**src/rtl/blk67_pkg.sv**
```systemverilog
package blk67_pkg;
  localparam int HDR_W  = 2;
  localparam int FLAG_W = 1;

  typedef enum logic [HDR_W-1:0] {
    HDR_BAD_LO = 2'b00,
    HDR_DATA   = 2'b01,
    HDR_CTRL   = 2'b10,
    HDR_BAD_HI = 2'b11
  } sync_hdr_e;
endpackage

```
**src/rtl/blk67_popcnt.sv**
```systemverilog
module blk67_popcnt #(
  parameter int W     = 64,
  parameter int CNT_W = $clog2(W + 1)
) (
  input  logic [W-1:0]     vec,
  output logic [CNT_W-1:0] count
);
  always_comb begin
    count = '0;
    for (int i = 0; i < W; i++) begin
      count = count + CNT_W'(vec[i]);
    end
  end
endmodule

```
**src/rtl/blk67_encoder.sv**
```systemverilog
module blk67_encoder
  import blk67_pkg::*;
#(
  parameter int PAYLOAD_W = 64,
  localparam int BLOCK_W  = PAYLOAD_W + HDR_W + FLAG_W,
  localparam int CNT_W    = $clog2(PAYLOAD_W + 1),
  localparam int RD_W     = CNT_W + 3
) (
  input  logic                   clk,
  input  logic                   rst,
  input  logic                   in_valid,
  input  logic [PAYLOAD_W-1:0]   in_data,
  input  logic                   in_ctrl,
  output logic                   enc_valid,
  output logic [BLOCK_W-1:0]     enc_block,
  output logic signed [RD_W-1:0] run_disp
);
  // Both legal headers carry exactly one '1', so the uncomplemented block
  // disparity is 2*(ones_in_payload + 1) - BLOCK_W.
  localparam logic signed [RD_W-1:0] BASE = RD_W'(2 - BLOCK_W);

  logic [CNT_W-1:0]        ones_pl;
  logic signed [RD_W-1:0]  disp_plain;
  logic signed [RD_W-1:0]  disp_sent;
  logic                    do_inv;
  sync_hdr_e               hdr;
  logic [PAYLOAD_W-1:0]    pl_out;

  blk67_popcnt #(.W(PAYLOAD_W), .CNT_W(CNT_W)) u_cnt (
    .vec   (in_data),
    .count (ones_pl)
  );

  always_comb begin
    disp_plain = $signed({{(RD_W-CNT_W-1){1'b0}}, ones_pl, 1'b0}) + BASE;
    do_inv     = (run_disp != '0) && (run_disp[RD_W-1] == disp_plain[RD_W-1]);
    disp_sent  = do_inv ? -disp_plain : disp_plain;
    hdr        = in_ctrl ? HDR_CTRL : HDR_DATA;
    pl_out     = do_inv ? ~in_data : in_data;
  end

  always_ff @(posedge clk) begin
    if (rst) begin
      enc_valid <= 1'b0;
      enc_block <= '0;
      run_disp  <= '0;
    end else begin
      enc_valid <= in_valid;
      if (in_valid) begin
        enc_block <= {hdr, do_inv, pl_out};
        run_disp  <= run_disp + disp_sent;
      end
    end
  end
endmodule

```
**src/rtl/blk67_decoder.sv**
```systemverilog
module blk67_decoder
  import blk67_pkg::*;
#(
  parameter int PAYLOAD_W = 64,
  localparam int BLOCK_W  = PAYLOAD_W + HDR_W + FLAG_W
) (
  input  logic                 clk,
  input  logic                 rst,
  input  logic                 rx_valid,
  input  logic [BLOCK_W-1:0]   rx_block,
  output logic                 dec_valid,
  output logic [PAYLOAD_W-1:0] dec_data,
  output logic                 dec_ctrl,
  output logic                 dec_err
);
  sync_hdr_e            hdr;
  logic                 flag;
  logic [PAYLOAD_W-1:0] pl;

  always_comb begin
    hdr  = sync_hdr_e'(rx_block[BLOCK_W-1 -: HDR_W]);
    flag = rx_block[PAYLOAD_W];
    pl   = rx_block[PAYLOAD_W-1:0];
  end

  always_ff @(posedge clk) begin
    if (rst) begin
      dec_valid <= 1'b0;
      dec_data  <= '0;
      dec_ctrl  <= 1'b0;
      dec_err   <= 1'b0;
    end else begin
      dec_valid <= rx_valid;
      dec_ctrl  <= rx_valid && (hdr == HDR_CTRL);
      dec_err   <= rx_valid && ((hdr == HDR_BAD_LO) || (hdr == HDR_BAD_HI));
      if (rx_valid) begin
        dec_data <= flag ? ~pl : pl;
      end
    end
  end
endmodule

```
**src/rtl/blk67_codec.sv**
```systemverilog
module blk67_codec
  import blk67_pkg::*;
#(
  parameter int PAYLOAD_W = 64,
  localparam int BLOCK_W  = PAYLOAD_W + HDR_W + FLAG_W,
  localparam int CNT_W    = $clog2(PAYLOAD_W + 1),
  localparam int RD_W     = CNT_W + 3
) (
  input  logic                 clk,
  input  logic                 rst,
  input  logic                 in_valid,
  input  logic [PAYLOAD_W-1:0] in_data,
  input  logic                 in_ctrl,
  output logic                 enc_valid,
  output logic [BLOCK_W-1:0]   enc_block,
  input  logic                 rx_valid,
  input  logic [BLOCK_W-1:0]   rx_block,
  output logic                 dec_valid,
  output logic [PAYLOAD_W-1:0] dec_data,
  output logic                 dec_ctrl,
  output logic                 dec_err
);
  logic signed [RD_W-1:0] enc_rd;

  blk67_encoder #(.PAYLOAD_W(PAYLOAD_W)) u_enc (
    .clk       (clk),
    .rst       (rst),
    .in_valid  (in_valid),
    .in_data   (in_data),
    .in_ctrl   (in_ctrl),
    .enc_valid (enc_valid),
    .enc_block (enc_block),
    .run_disp  (enc_rd)
  );

  blk67_decoder #(.PAYLOAD_W(PAYLOAD_W)) u_dec (
    .clk       (clk),
    .rst       (rst),
    .rx_valid  (rx_valid),
    .rx_block  (rx_block),
    .dec_valid (dec_valid),
    .dec_data  (dec_data),
    .dec_ctrl  (dec_ctrl),
    .dec_err   (dec_err)
  );
endmodule

```
**config.mk**
```make
export PLATFORM = sky130hd
export DESIGN_NAME = blk67_codec
export DESIGN_NICKNAME = d
export VERILOG_FILES = /design/src/rtl/blk67_pkg.sv /design/src/rtl/blk67_popcnt.sv /design/src/rtl/blk67_encoder.sv /design/src/rtl/blk67_decoder.sv /design/src/rtl/blk67_codec.sv
export SDC_FILE = /design/constraint.sdc
export NUM_CORES = 1
export LEC_CHECK = 0
export ABC_CLOCK_PERIOD_IN_PS = 14300
export CAP_MARGIN = 15
export CELL_PAD_IN_SITES_DETAIL_PLACEMENT = 0
export CELL_PAD_IN_SITES_GLOBAL_PLACEMENT = 2
export CORE_ASPECT_RATIO = 1.5
export CORE_MARGIN = 2
export CORE_UTILIZATION = 29
export DETAILED_ROUTE_END_ITERATION = 12
export PLACE_DENSITY_LB_ADDON = 0.05
export SYNTH_ARGS = -nofsm -noshare
export SYNTH_HDL_FRONTEND = slang
export SYNTH_HIERARCHICAL = 1
export SYNTH_SLANG_ARGS = --single-unit
```
**constraint.sdc**
```tcl
create_clock -name clk -period 14.3 [get_ports clk]
set_input_delay 4.29 -clock clk [delete_from_list [all_inputs] [get_ports clk]]
set_output_delay 4.29 -clock clk [all_outputs]
set_load 0.005 [all_outputs]
```
* Yosys cells after proc, flatten, opt, wreduce, memory -nomap -nowiden
Index checks and enable logic that the tools add are counted.
** Cells by class
- Add/subtract/negate cells :: 66
- Equality and inequality tests :: 3
- Mux-type cells :: 4
- Bitwise operators :: 2
- Reductions and logical operators :: 6
** Operators by type and width (count)
- adder 7 x 1 -> 7 bit :: 57
- two-way mux 64 bit :: 2
- NOT 64 bit :: 2
- adder 10 bit :: 1
- adder 9 x 8 -> 10 bit (second input constant) :: 1
- two-way mux 10 bit :: 1
- negation 10 bit :: 1
- nonzero test 10 bit :: 1
- adder 6 x 1 -> 7 bit :: 1
- adder 5 x 1 -> 6 bit :: 1
- adder 4 x 1 -> 5 bit :: 1
- adder 3 x 1 -> 4 bit :: 1
- equality test 2 bit (second input constant) :: 2
- adder 2 x 1 -> 3 bit :: 1
- logical AND 1 bit :: 3
- adder 1 x 1 -> 2 bit :: 1
- zero test 2 bit :: 1
- two-way mux 2 bit :: 1
- equality test 1 bit :: 1
- logical OR 1 bit :: 1
** Storage, ports and cells
- Register bits after elaboration :: 145
- Logic and storage cells :: 88

* Depth between registers and ports, before layout
Gate-level depths: netlist (run 1).
- Word-level depth :: 68
- Depth in mapped cells :: 32
- Gate-level depth less buffers :: 31

* By module
The synthesis (run 1) kept the hierarchy.
** By module, submodules not included
- blk67_encoder :: instances 1, cells an instance 726, area an instance 5452.7 um^2, sequential area each 1561.5 um^2
- blk67_decoder :: instances 1, cells an instance 292, area an instance 2847.7 um^2, sequential area each 1341.3 um^2
- blk67_popcnt :: instances 1, cells an instance 172, area an instance 1722.9 um^2, sequential area each 0.0 um^2

* Worst setup path before layout (run 1)
No wires, ideal clock.
- Path type :: in2reg
- From :: in in_data[53]
- To :: reg u_enc.run_disp[9]
- Data arrival time :: 12.444 ns
- Slack :: 1.782 ns
- Stages :: 31
- Path buffers :: 1
- Path through :: fa_1 -> inv_1 -> fa_1 -> inv_1 -> fa_1 -> inv_1 -> fa_1 -> inv_1 -> fa_1 -> inv_1 -> fa_1 -> fa_1 -> fa_1 -> inv_1 -> ha_1 -> fa_1 -> a21o_1 -> a211oi_1 -> a21oi_1 -> or4b_4 -> a21oi_2 -> nor2_1 -> mux2_2 -> buf_2 -> xnor2_1 -> ha_1 -> and2_1 -> a221oi_1 -> a211oi_1 -> o32a_1 -> a31oi_1
** Between the ends
- Word-level cells in the longest chain between the ends :: 16
- Elaborated cells on any way between the ends :: 17
- Those cells by class :: 14 x add/sub; 1 x eq/ne; 1 x mux; 1 x reduce/logical
** RTL lines
- start, declared :: RTL line blk67_codec.sv:12 : input logic [PAYLOAD_W-1:0] in_data,
- adder 7 x 1 -> 7 bit (*) (11 in a row) :: RTL line blk67_popcnt.sv:11 : count = count + CNT_W'(vec[i]);
- named net u_enc.ones_pl[4] :: RTL line blk67_encoder.sv:22 : logic [CNT_W-1:0] ones_pl;
- adder 9 x 8 -> 10 bit (*) :: RTL line blk67_encoder.sv:35 : disp_plain = $signed({{(RD_W-CNT_W-1){1'b0}}, ones_pl, 1'b0}) + BASE;
- parallel branches: the longest is 2 deep, another holds negation 10 bit
- two-way mux 10 bit (*) :: RTL line blk67_encoder.sv:37 : disp_sent = do_inv ? -disp_plain : disp_plain;
- adder 10 bit (*) :: RTL line blk67_encoder.sv:51 : run_disp <= run_disp + disp_sent;
- end signal, assigned :: RTL line blk67_encoder.sv:51
- end, declared :: RTL line blk67_encoder.sv:16 : output logic signed [RD_W-1:0] run_disp
Mark *: on every way through the listed nets, which the timed path passes.
A chain may end at the register's enable or synchronous reset.

* Worst setup path in the final report (run 1)
- From :: in in_data[17]
- To :: reg u_enc.run_disp[9]
** Between the ends
- Word-level cells in the longest chain between the ends :: 52
- Elaborated cells on any way between the ends :: 53
- Those cells by class :: 50 x add/sub; 1 x eq/ne; 1 x mux; 1 x reduce/logical
** RTL lines (RTL line)
- adder 7 x 1 -> 7 bit (*) (47 in a row) :: blk67_popcnt.sv:11
- named net u_enc.ones_pl[4] :: blk67_encoder.sv:22
- adder 9 x 8 -> 10 bit (*) :: blk67_encoder.sv:35
- parallel branches: the longest is 2 deep, another holds negation 10 bit
- two-way mux 10 bit (*) :: blk67_encoder.sv:37
- adder 10 bit (*) :: blk67_encoder.sv:51
Marks and branches as above.

==> results.tsv, run 1 <==
stage	metric	value	unit
outcome	status	completed	
timing	RSZ-0062 raised after global routing	no	
layout	antenna cells	0	
worst_setup_path	critical path type	input pin to flop	
timing	Worst Skew	0.00819	ns
logic_synthesis	synthesized area	10000	um2
cts	CTS Hold Buffers Added	0	
global_routing	global route overflow	0	
timing	fmax	76.9	MHz
worst_setup_path	Crit-path slowest cell	fa_1	
layout	Multi-input gate area	6270	um2
routing	ANT nets after route	0	
die	Die ar.	36100	um2
die	Die W	156	um
global_routing	met2 usage	31.7	%
routing	Initial DRC Count	515	
logic_synthesis	number of flops mapped to enable cells by yosys	0	
worst_hold_path	Worst Hold Class	flop to flop	
layout	# fillers	3549	
layout	Reg area	2900	um2
timing	Hold Vio Cnt, Final	0	
global_routing	antenna violations before repair	0	
global_routing	vias in the first global route	8781	
logic_synthesis	Post-synth ARST share	0	%
logic_synthesis	post-synthesis cell type count	51	
layout	share of layout cells above drive strength 1	4.07	%
worst_setup_path	WP data required	14.65	ns
worst_hold_path	Hold EP	u_dec/dec_data[60]	
cts	TritonCTS clock tree	yes	
die	Die Y	232	um
placement	dpl cells	1794	
logic_synthesis	Mapped Cells	1190	
cts	CTS buffer count	17	
logic_synthesis	Yosys warning count	6	
cts	CTS Sinks	145	
global_routing	grt met3 use	3.99	%
layout	Layout area overhead	33.9	%
cts	Worst-Skew Late Latency	0.44	ns
logic_synthesis	Yosys reg bits	145	
worst_setup_path	Critical Path End Type	flop	
timing	final setup vio count	0	
die	Starting Density	29.3	%
worst_setup_path	cell family with most CP delay	adder cells	
worst_setup_path	Worst R2R Path Depth	12	
timing	worst relative slew slack	34.1	%
layout	final core occ	39.3	%
layout	Finished Layout Cells	1826	
logic_synthesis	ys flop type	dfxtp_1	
timing	final worst path period share	90.9	%
global_routing	pin count of the biggest net entering global routing	96	
cts	clock root cell	clkbuf_16	
worst_setup_path	origin of the critical flop-to-flop path	u_enc/run_disp[5]	
timing	final max-slew violation count	0	
layout	design area	13400	um2
routing	DRC	0	
routing	via-per-instance ratio	4.91	
global_routing	gr busiest metal	met2	
die	CORE AREA	34200	um2
worst_setup_path	worst path bufs/invs	5	
cts	H-tree Lvls	4	
global_routing	GR met1 Demand/Resource	23.7	%
cts	setup bufs post-CTS	0	
logic_synthesis	Seq/Total Area, Yosys	29.0	%
placement	Post-DP Area	12800	um2
timing	Final min period	13.00	ns
global_routing	global-route wire length before repair	52.3	mm
placement	hpwl dp	22.2	mm
cts	maximum clock path buffer count	2	
routing	final WL	33.8	mm
routing	first drt pass iteration count	5	
global_routing	GR Util All Layers	18.6	%
cts	post-CTS sizing	0	
worst_setup_path	worst r2r dst	u_enc/run_disp[9]	
timing	setup TNS	0	ns
logic_synthesis	syn avg cell area	8.42	um2
cts	clk slew on worst S/H paths	0.07	ns
worst_hold_path	Hold Path Origin	u_dec/dec_data[60]	
worst_hold_path	Hold Path Stages	2	
routing	routed vias	8963	
die	Rows	83	
worst_setup_path	reg-to-reg setup timing slack	10.21	ns
placement	IO buf count	270	
routing	WL per Instance	18.5	um
flow_run	max cap viols	0	
worst_setup_path	CP max FO	9	
placement	routability congestion estimate	0.827	
worst_setup_path	Worst setup SP type	input pin	
worst_setup_path	Max stage delay on crit path	0.61	ns
worst_setup_path	Critical Path AT	13.36	ns
timing	slew of the pin with the lowest slew margin	0.989	ns
die	I/O pin count	271	
layout	fin nets	1604	
logic_synthesis	Net Count, Synth	1406	
worst_setup_path	Worst path most repeated cell	fa_1	
[per-layer routing]
metal | wire [um] | vias up
met4 | 497 | 0
li1 | - | 4452
met5 | 0 | -
met3 | 1640 | 24
met1 | 15000 | 4259
met2 | 16600 | 228
[synth_stat cells (6+ instances only)]
master | n | area share [%]
buf_8 | 6 | 0.90
nor2_1 | 146 | 5.5
buf_1 | 7 | 0.26
xor2_1 | 67 | 5.9
buf_6 | 6 | 0.67
buf_2 | 16 | 0.80
a21oi_1 | 12 | 0.60
xnor2_1 | 76 | 6.6
inv_1 | 93 | 3.5
nand2_1 | 72 | 2.7
nor3_1 | 8 | 0.40
clkbuf_1 | 65 | 2.4
dfxtp_1 | 145 | 29
ha_1 | 25 | 3.1
nand3_1 | 6 | 0.30
fa_1 | 55 | 11
a211oi_1 | 69 | 5.2
a31oi_1 | 130 | 8.1
o21a_1 | 9 | 0.67
o211ai_1 | 64 | 4.8
nor2b_1 | 67 | 4.2
[final cells by class]
class	instances	share of cell area, %
Multi-Input combinational cell	849	46.7
Sequential cell	145	21.6
Timing Repair Buffer	282	20.7
Tap cell	425	3.96
Clock buffer	18	3.27
Inverter	93	2.60
Clock inverter	14	1.06
[state kept, by name, summed over array words and instances (netlist names)]
name	flops
u_dec/dec_err	1
u_dec/dec_ctrl	1
u_dec/dec_valid	1
u_enc/enc_block	67
u_enc/run_disp	10
u_dec/dec_data	64
u_enc/enc_valid	1
[worst min-delay path, cell delays in order (launching register included)]
cell and delay (ns):
dfxtp_1 0.31, nor2_1 0.08, a211oi_1 0.05
[how the worst max path moves through the flow]
stage	from	to	depth (start not counted)
after floorplan	in_data[53]	u_enc/run_disp[9]	31
after global placement	in_data[17]	u_enc/run_disp[9]	29
after detailed placement	in_data[17]	u_enc/run_disp[9]	29
after CTS	in_data[17]	u_enc/run_disp[9]	29
after global routing	in_data[17]	u_enc/run_disp[9]	29
final	in_data[17]	u_enc/run_disp[9]	29
[cells in the final DEF, fill, tap and decap left out, types with 2 or more instances in the layout]
master	n
clkdlybuf4s50_1	266
nor2_1	144
dfxtp_1	144
a31oi_1	130
inv_1	93
xnor2_1	76
nand2_1	71
a211oi_1	69
nor2b_1	67
xor2_1	67
o211ai_1	64
fa_1	55
ha_1	25
clkbuf_16	17
buf_4	16
a21oi_1	12
o21a_1	9
nor3_1	8
inv_6	6
nand3_1	6
clkinvlp_4	5
or3_1	4
o21ai_0	4
and2_1	3
a21o_1	3
mux2i_1	3
inv_8	2
nor2_4	2
o21ai_1	2
[cell families after synthesis]
family	count (synthesis)	synth area share, %
compound gates	307	21.1
xor+xnor	143	12.5
fa+ha+maj	80	14.1
buf+inv	196	8.78
flops	145	29.0
mux	4	0.412
simple gates	315	14.2
[per-stage QoR]
| stage | setup slack, ns | hold slack (ns) |
|---|---|---|
| 3_5_place_dp | 0.804 | 0.476 |
| 2_1_floorplan | 1.78 | 0.459 |
| 6_report | 1.30 | 0.481 |
| 5_1_grt | 0.812 | 0.501 |
| 3_3_place_gp | 0.925 | 0.468 |
| 4_1_cts | 1.26 | 0.485 |
Power of run 1 is left out: the tool's default activity adds up to more than one toggle a clock period on the data nets, which glitch-free logic cannot reach.
==> run 2: changes to the inputs <==
--- a/config.mk
+++ b/config.mk
@@ -13,6 +13,7 @@
 export CORE_MARGIN = 2
 export CORE_UTILIZATION = 29
 export DETAILED_ROUTE_END_ITERATION = 12
+export GPL_TIMING_DRIVEN = 0
 export PLACE_DENSITY_LB_ADDON = 0.05
 export SYNTH_ARGS = -nofsm -noshare
 export SYNTH_HDL_FRONTEND = slang
==> run 2 against run 1 <==
Effect of this change:
- global-route usage grew 1.1 points
- first-iteration DRC count grew 2.1%
- sequential share of layout area shrank 0.70 points
- die area is the same
- via count grew 4.4%
- critical path depth grew 1
- design area grew 3.3%
- worst setup slack lost 0.36 ns
- clock skew grew 0.0039 ns
- maximum frequency shrank 2.7%
- clock-buffer cell count is the same
==> results.tsv, run 2 (synthesized netlist as in run 1, its figures left out) <==
stage	metric	value	unit	change
timing	Final min period	13.36	ns	+0.358 ns
worst_setup_path	WP data required	14.66	ns	about the same
die	I/O pin count	271		unchanged
timing	Setup WS post-layout	0.940	ns	-0.358 ns
layout	fin nets	1692		+5.5%
routing	DRC	0		unchanged
layout	Reg area	2900	um2	about the same
layout	Finished Layout Cells	1914		+4.8%
global_routing	vias in the first global route	9430		+7.4%
routing	routed vias	9361		+4.4%
timing	final worst path period share	93.4	%	+2.5 points
die	Die W	156	um	unchanged
timing	Hold Vio Cnt, Final	0		unchanged
timing	slew of the pin with the lowest slew margin	1.22	ns	+0.230 ns
layout	top flop regs	u_enc/enc_block (67), u_dec/dec_data (64), u_enc/run_disp (10)		
layout	share of layout cells above drive strength 1	4.43	%	+0.36 points
worst_setup_path	Max stage delay on crit path	0.59	ns	-0.02 ns
layout	# fillers	3514		-0.99%
worst_setup_path	cell family with most CP delay	adder cells		
cts	CTS Sinks	145		unchanged
timing	final setup vio count	0		unchanged
worst_hold_path	Hold EP	u_dec/dec_data[58]		
global_routing	met2 usage	35.7	%	+4.0 points
placement	pre-CTS WS	0.556	ns	-0.248 ns
global_routing	global route overflow	0		unchanged
die	CORE AREA	34200	um2	unchanged
worst_setup_path	Worst path most repeated cell	fa_1		
timing	setup TNS	0	ns	unchanged
routing	final WL	35.7	mm	+5.5%
worst_setup_path	Worst setup SP type	input pin		
global_routing	antenna violations before repair	0		unchanged
worst_setup_path	origin of the critical flop-to-flop path	u_enc/run_disp[5]		
cts	maximum clock path buffer count	2		unchanged
layout	max FFs per register	67		unchanged
worst_setup_path	worst path bufs/invs	6		+1
cts	clk slew on worst S/H paths	0.06	ns	about the same
cts	CTS buffer count	17		unchanged
cts	H-tree Lvls	4		unchanged
worst_setup_path	Crit-path slowest cell	or4b_4		
die	Die ar.	36100	um2	unchanged
timing	RSZ-0062 raised after global routing	no		
routing	via-per-instance ratio	4.89		-0.36%
layout	Biggest register	u_enc/enc_block		
global_routing	GR met1 Demand/Resource	23.6	%	-0.025 points
placement	dpl cells	1882		+4.9%
global_routing	global-route wire length before repair	54.8	mm	+4.8%
worst_setup_path	critical path type	input pin to flop		
worst_setup_path	reg-to-reg setup timing slack	10.70	ns	+0.49 ns
layout	design area	13900	um2	+3.3%
placement	IO buf count	267		-1.1%
cts	Worst-Skew Late Latency	0.45	ns	about the same
worst_hold_path	Hold Path Stages	2		unchanged
layout	Layout area overhead	38.3	%	
cts	CTS Hold Buffers Added	0		unchanged
worst_hold_path	Worst Hold Class	flop to flop		
worst_setup_path	Worst R2R Path Depth	12		unchanged
routing	Initial DRC Count	526		+2.1%
layout	commonest non-fill, non-tap cell in the layout	clkdlybuf4s50_1		
worst_setup_path	Critical Path End Type	flop		
global_routing	gr busiest metal	met2		
layout	antenna cells	0		unchanged
cts	setup bufs post-CTS	0		unchanged
cts	clock root cell	clkbuf_16		
timing	Worst Skew	0.0121	ns	+0.00389 ns
timing	fmax	74.8	MHz	-2.7%
routing	first drt pass iteration count	5		unchanged
routing	ANT nets after route	0		unchanged
flow_run	max cap viols	0		unchanged
global_routing	grt met3 use	3.14	%	-0.86 points
placement	routability congestion estimate	0.782		-5.5%
timing	worst relative slew slack	18.5	%	-16 points
layout	Multi-input gate area	6240	um2	-0.42%
placement	Post-DP Area	13200	um2	+3.1%
placement	hpwl dp	27.0	mm	+22%
cts	TritonCTS clock tree	yes		
die	Starting Density	29.3	%	unchanged
routing	WL per Instance	18.6	um	+0.69%
timing	final max-slew violation count	0		unchanged
cts	post-CTS sizing	0		unchanged
global_routing	pin count of the biggest net entering global routing	17		-82%
outcome	status	completed		
layout	commonest cells after routing, fill and taps aside	267 x clkdlybuf4s50_1, 146 x nor2_1, 145 x dfxtp_1		
die	Die Y	232	um	unchanged
worst_setup_path	worst r2r dst	u_enc/run_disp[9]		
global_routing	GR Util All Layers	19.6	%	+1.1 points
worst_hold_path	Hold Path Origin	u_dec/dec_data[58]		
worst_setup_path	Critical Path AT	13.72	ns	+0.36 ns
worst_setup_path	CP max FO	9		unchanged
die	Rows	83		unchanged
run 2: worst register-to-register path, stage by stage, from the launching register on:
cell	delay, ns
dfxtp_1	0.33
nor4_1	0.39
and3_1	0.30
nor2_1	0.07
mux2_2	0.27
buf_2	0.21
xnor2_1	0.16
ha_1	0.34
and2_1	0.17
a221oi_1	0.50
a211oi_1	0.22
o32a_1	0.39
a31oi_1	0.16
run 2: per-stage QoR:
stage	hold slack (ns)	util [%]
global placement	0.472	38.7
detailed placement	0.475	38.7
floorplan	0.459	-
CTS	0.485	40.6
global route	0.505	40.6
finish	0.483	40.6
run 2: cell type report:
type                    count  share of cell area, %
multi-input cells         849                   45.0
flip-flops and latches    145                   20.9
repair buffers            267                   19.3
well taps                 425                   3.84
plain buffers             103                   3.83
clock buffers              18                   3.10
inverters                  93                   2.52
clock inverters            14                   1.48
run 2: how the worst max path moves through the flow:
stage	start	end	slack, ns	cells past startpoint
final	in_data[23]	u_enc/run_disp[9]	0.94	30
after global routing	in_data[35]	u_enc/run_disp[9]	0.53	26
after CTS	in_data[17]	u_enc/run_disp[9]	1.00	28
after detailed placement	in_data[17]	u_enc/run_disp[9]	0.56	28
after global placement	in_data[17]	u_enc/run_disp[9]	0.58	30
after floorplan	in_data[53]	u_enc/run_disp[9]	1.78	31
run 2: layer usage:
layer	part of all wire, %	up-vias	wire length (um)
met1	43	4448	15200
met2	52	249	18400
met5	0	-	0
met3	4.1	25	1460
met4	1.7	0	614
li1	-	4639	-
Power of run 2 is left out for the same reason.
==> run 3: changes to the inputs <==
--- a/config.mk
+++ b/config.mk
@@ -10,11 +10,12 @@
 export CELL_PAD_IN_SITES_DETAIL_PLACEMENT = 0
 export CELL_PAD_IN_SITES_GLOBAL_PLACEMENT = 2
 export CORE_ASPECT_RATIO = 1.5
-export CORE_MARGIN = 2
+export CORE_MARGIN = 3
 export CORE_UTILIZATION = 29
 export DETAILED_ROUTE_END_ITERATION = 12
 export GPL_TIMING_DRIVEN = 0
 export PLACE_DENSITY_LB_ADDON = 0.05
+export SKIP_CTS_REPAIR_TIMING = 1
 export SYNTH_ARGS = -nofsm -noshare
 export SYNTH_HDL_FRONTEND = slang
 export SYNTH_HIERARCHICAL = 1
==> run 3 against run 2 <==
Effect of this change:
- register-to-register slack about the same
- die area up 2.2%
- sequential share of layout area about the same
- global-route usage down 0.46 points
- highest routed layer unchanged
==> results.tsv, run 3 (synthesized netlist as in run 1, its figures left out) <==
stage	metric	value	unit	change
timing	fmax	75.0	MHz	+0.23%
die	Die ar.	36900	um2	+2.2%
worst_setup_path	worst path bufs/invs	6		unchanged
cts	clock root cell	clkbuf_16		
worst_setup_path	critical path type	input pin to flop		
layout	commonest cells after routing, fill and taps aside	267 x clkdlybuf4s50_1, 146 x nor2_1, 145 x dfxtp_1		
timing	final worst path period share	93.2	%	-0.21 points
layout	max FFs per register	67		unchanged
placement	routability congestion estimate	0.802		+2.6%
routing	Initial DRC Count	345		-34%
worst_setup_path	Critical Path AT	13.68	ns	-0.04 ns
worst_setup_path	Worst setup SP type	input pin		
cts	clk slew on worst S/H paths	0.06	ns	about the same
cts	CTS Sinks	145		unchanged
cts	CTS buffer count	17		unchanged
layout	commonest non-fill, non-tap cell in the layout	clkdlybuf4s50_1		
routing	WL per Instance	18.7	um	+0.22%
placement	hpwl dp	27.0	mm	+0.22%
timing	Final min period	13.33	ns	-0.0303 ns
timing	slew of the pin with the lowest slew margin	1.18	ns	-0.0383 ns
worst_setup_path	CP max FO	9		unchanged
worst_setup_path	reg-to-reg setup timing slack	10.70	ns	about the same
timing	Hold Vio Cnt, Final	0		unchanged
outcome	status	completed		
die	CORE AREA	33800	um2	-1.2%
routing	via-per-instance ratio	4.83		-1.2%
routing	final WL	35.7	mm	about the same
layout	Layout area overhead	38.0	%	
worst_setup_path	Crit-path slowest cell	fa_1		
die	Rows	82		-1.2%
timing	setup TNS	0	ns	unchanged
cts	H-tree Lvls	4		unchanged
worst_setup_path	WP data required	14.65	ns	about the same
global_routing	global route overflow	0		unchanged
global_routing	global-route wire length before repair	55.0	mm	+0.30%
die	Die W	158	um	+1.3%
worst_setup_path	stages on the worst setup path	30		unchanged
timing	final max-slew violation count	0		unchanged
worst_setup_path	Worst path most repeated cell	fa_1		
worst_setup_path	cell family with most CP delay	adder cells		
routing	first drt pass iteration count	4		-1
global_routing	GR Util All Layers	19.2	%	-0.46 points
worst_hold_path	Worst Hold Class	flop to flop		
timing	Worst Skew	0.00905	ns	-0.00304 ns
die	Starting Density	29.7	%	+0.36 points
timing	final setup vio count	0		unchanged
layout	share of layout cells above drive strength 1	4.37	%	-0.067 points
routing	ANT nets after route	0		unchanged
layout	Biggest register	u_enc/enc_block		
worst_setup_path	Max stage delay on crit path	0.60	ns	about the same
worst_setup_path	crit path to	u_enc/run_disp[9]		
global_routing	vias in the first global route	9482		+0.55%
placement	IO buf count	267		unchanged
cts	TritonCTS clock tree	yes		
routing	DRC	0		unchanged
worst_setup_path	crit path from	in_data[17]		
flow_run	max cap viols	0		unchanged
worst_setup_path	Critical Path End Type	flop		
layout	top flop regs	u_enc/enc_block (67), u_dec/dec_data (64), u_enc/run_disp (10)		
routing	routed vias	9231		-1.4%
worst_setup_path	worst r2r dst	u_enc/run_disp[9]		
global_routing	antenna violations before repair	1		+1
layout	fin nets	1692		unchanged
timing	RSZ-0062 raised after global routing	no		
die	I/O pin count	271		unchanged
worst_setup_path	origin of the critical flop-to-flop path	u_enc/run_disp[6]		
cts	maximum clock path buffer count	2		unchanged
cts	Worst-Skew Late Latency	0.44	ns	about the same
worst_setup_path	Worst R2R Path Depth	12		unchanged
die	Die Y	234	um	+0.86%
global_routing	pin count of the biggest net entering global routing	17		unchanged
timing	worst relative slew slack	21.0	%	+2.6 points
run 3: cell count changes in the layout (fill, tap and decap cells not counted):
cell        delta
clkinvlp_4     +3
clkinv_2       -2
bufinv_16      -1
clkbuf_1       +1
clkinv_4       -1
diode_2        +1
inv_6          +1
inv_8          -1
run 3: final cells by class:
cell class / instances / area, um2
diodes: 1 / 2.50
plain buffers: 103 / 531
repair buffers: 267 / 2670
multi-input cells: 849 / 6240
inverters: 93 / 349
flip-flops and latches: 145 / 2900
fillers: 3489 / 19900
clock inverters: 13 / 176
clock buffers: 19 / 433
well taps: 420 / 526
run 3: how the worst min path moves through the flow:
stage	slack (ns)	to	startpoint	cells past startpoint
global placement	0.47	u_enc/enc_block[65]	u_enc/enc_block[65]	2
floorplan	0.46	u_enc/run_disp[5]	u_enc/run_disp[5]	2
finish	0.48	u_dec/dec_data[26]	u_dec/dec_data[26]	2
detailed placement	0.48	u_dec/dec_data[4]	u_dec/dec_data[4]	2
global route	0.50	u_dec/dec_data[33]	u_dec/dec_data[33]	2
CTS	0.49	u_dec/dec_data[62]	u_dec/dec_data[62]	2
run 3: per-layer routing:
layer	up-vias	routed length (um)	track usage [%]
met4	0	463	4.59
met2	241	18500	34.8
met1	4334	14800	23.2
met3	25	1870	3.58
li1	4631	-	-
met5	-	0	0
run 3: through the flow:
stage | worst slack [ns] | area (um2) | hold slack (ns) | instances | utilization, %
CTS | 0.971 | 13800 | 0.486 | 1909 | 41.0
finish | 0.970 | 13800 | 0.483 | 1910 | 41.0
global placement | 0.565 | 13200 | 0.471 | 1877 | 39.2
detailed placement | 0.526 | 13200 | 0.476 | 1877 | 39.2
global route | 0.487 | 13800 | 0.499 | 1910 | 41.0
floorplan | 1.78 | 10000 | 0.459 | 1190 | -
run 3: worst register-to-register path, stage by stage (launching register included):
cell and delay (ns):
dfxtp_1 0.34, nor4_1 0.42, and3_1 0.31, nor2_1 0.07
mux2_2 0.26, buf_2 0.21, xnor2_1 0.17, ha_1 0.33
and2_1 0.19, a221oi_1 0.48, a211oi_1 0.20, o32a_1 0.38
a31oi_1 0.15
Power of run 3 is left out for the same reason.
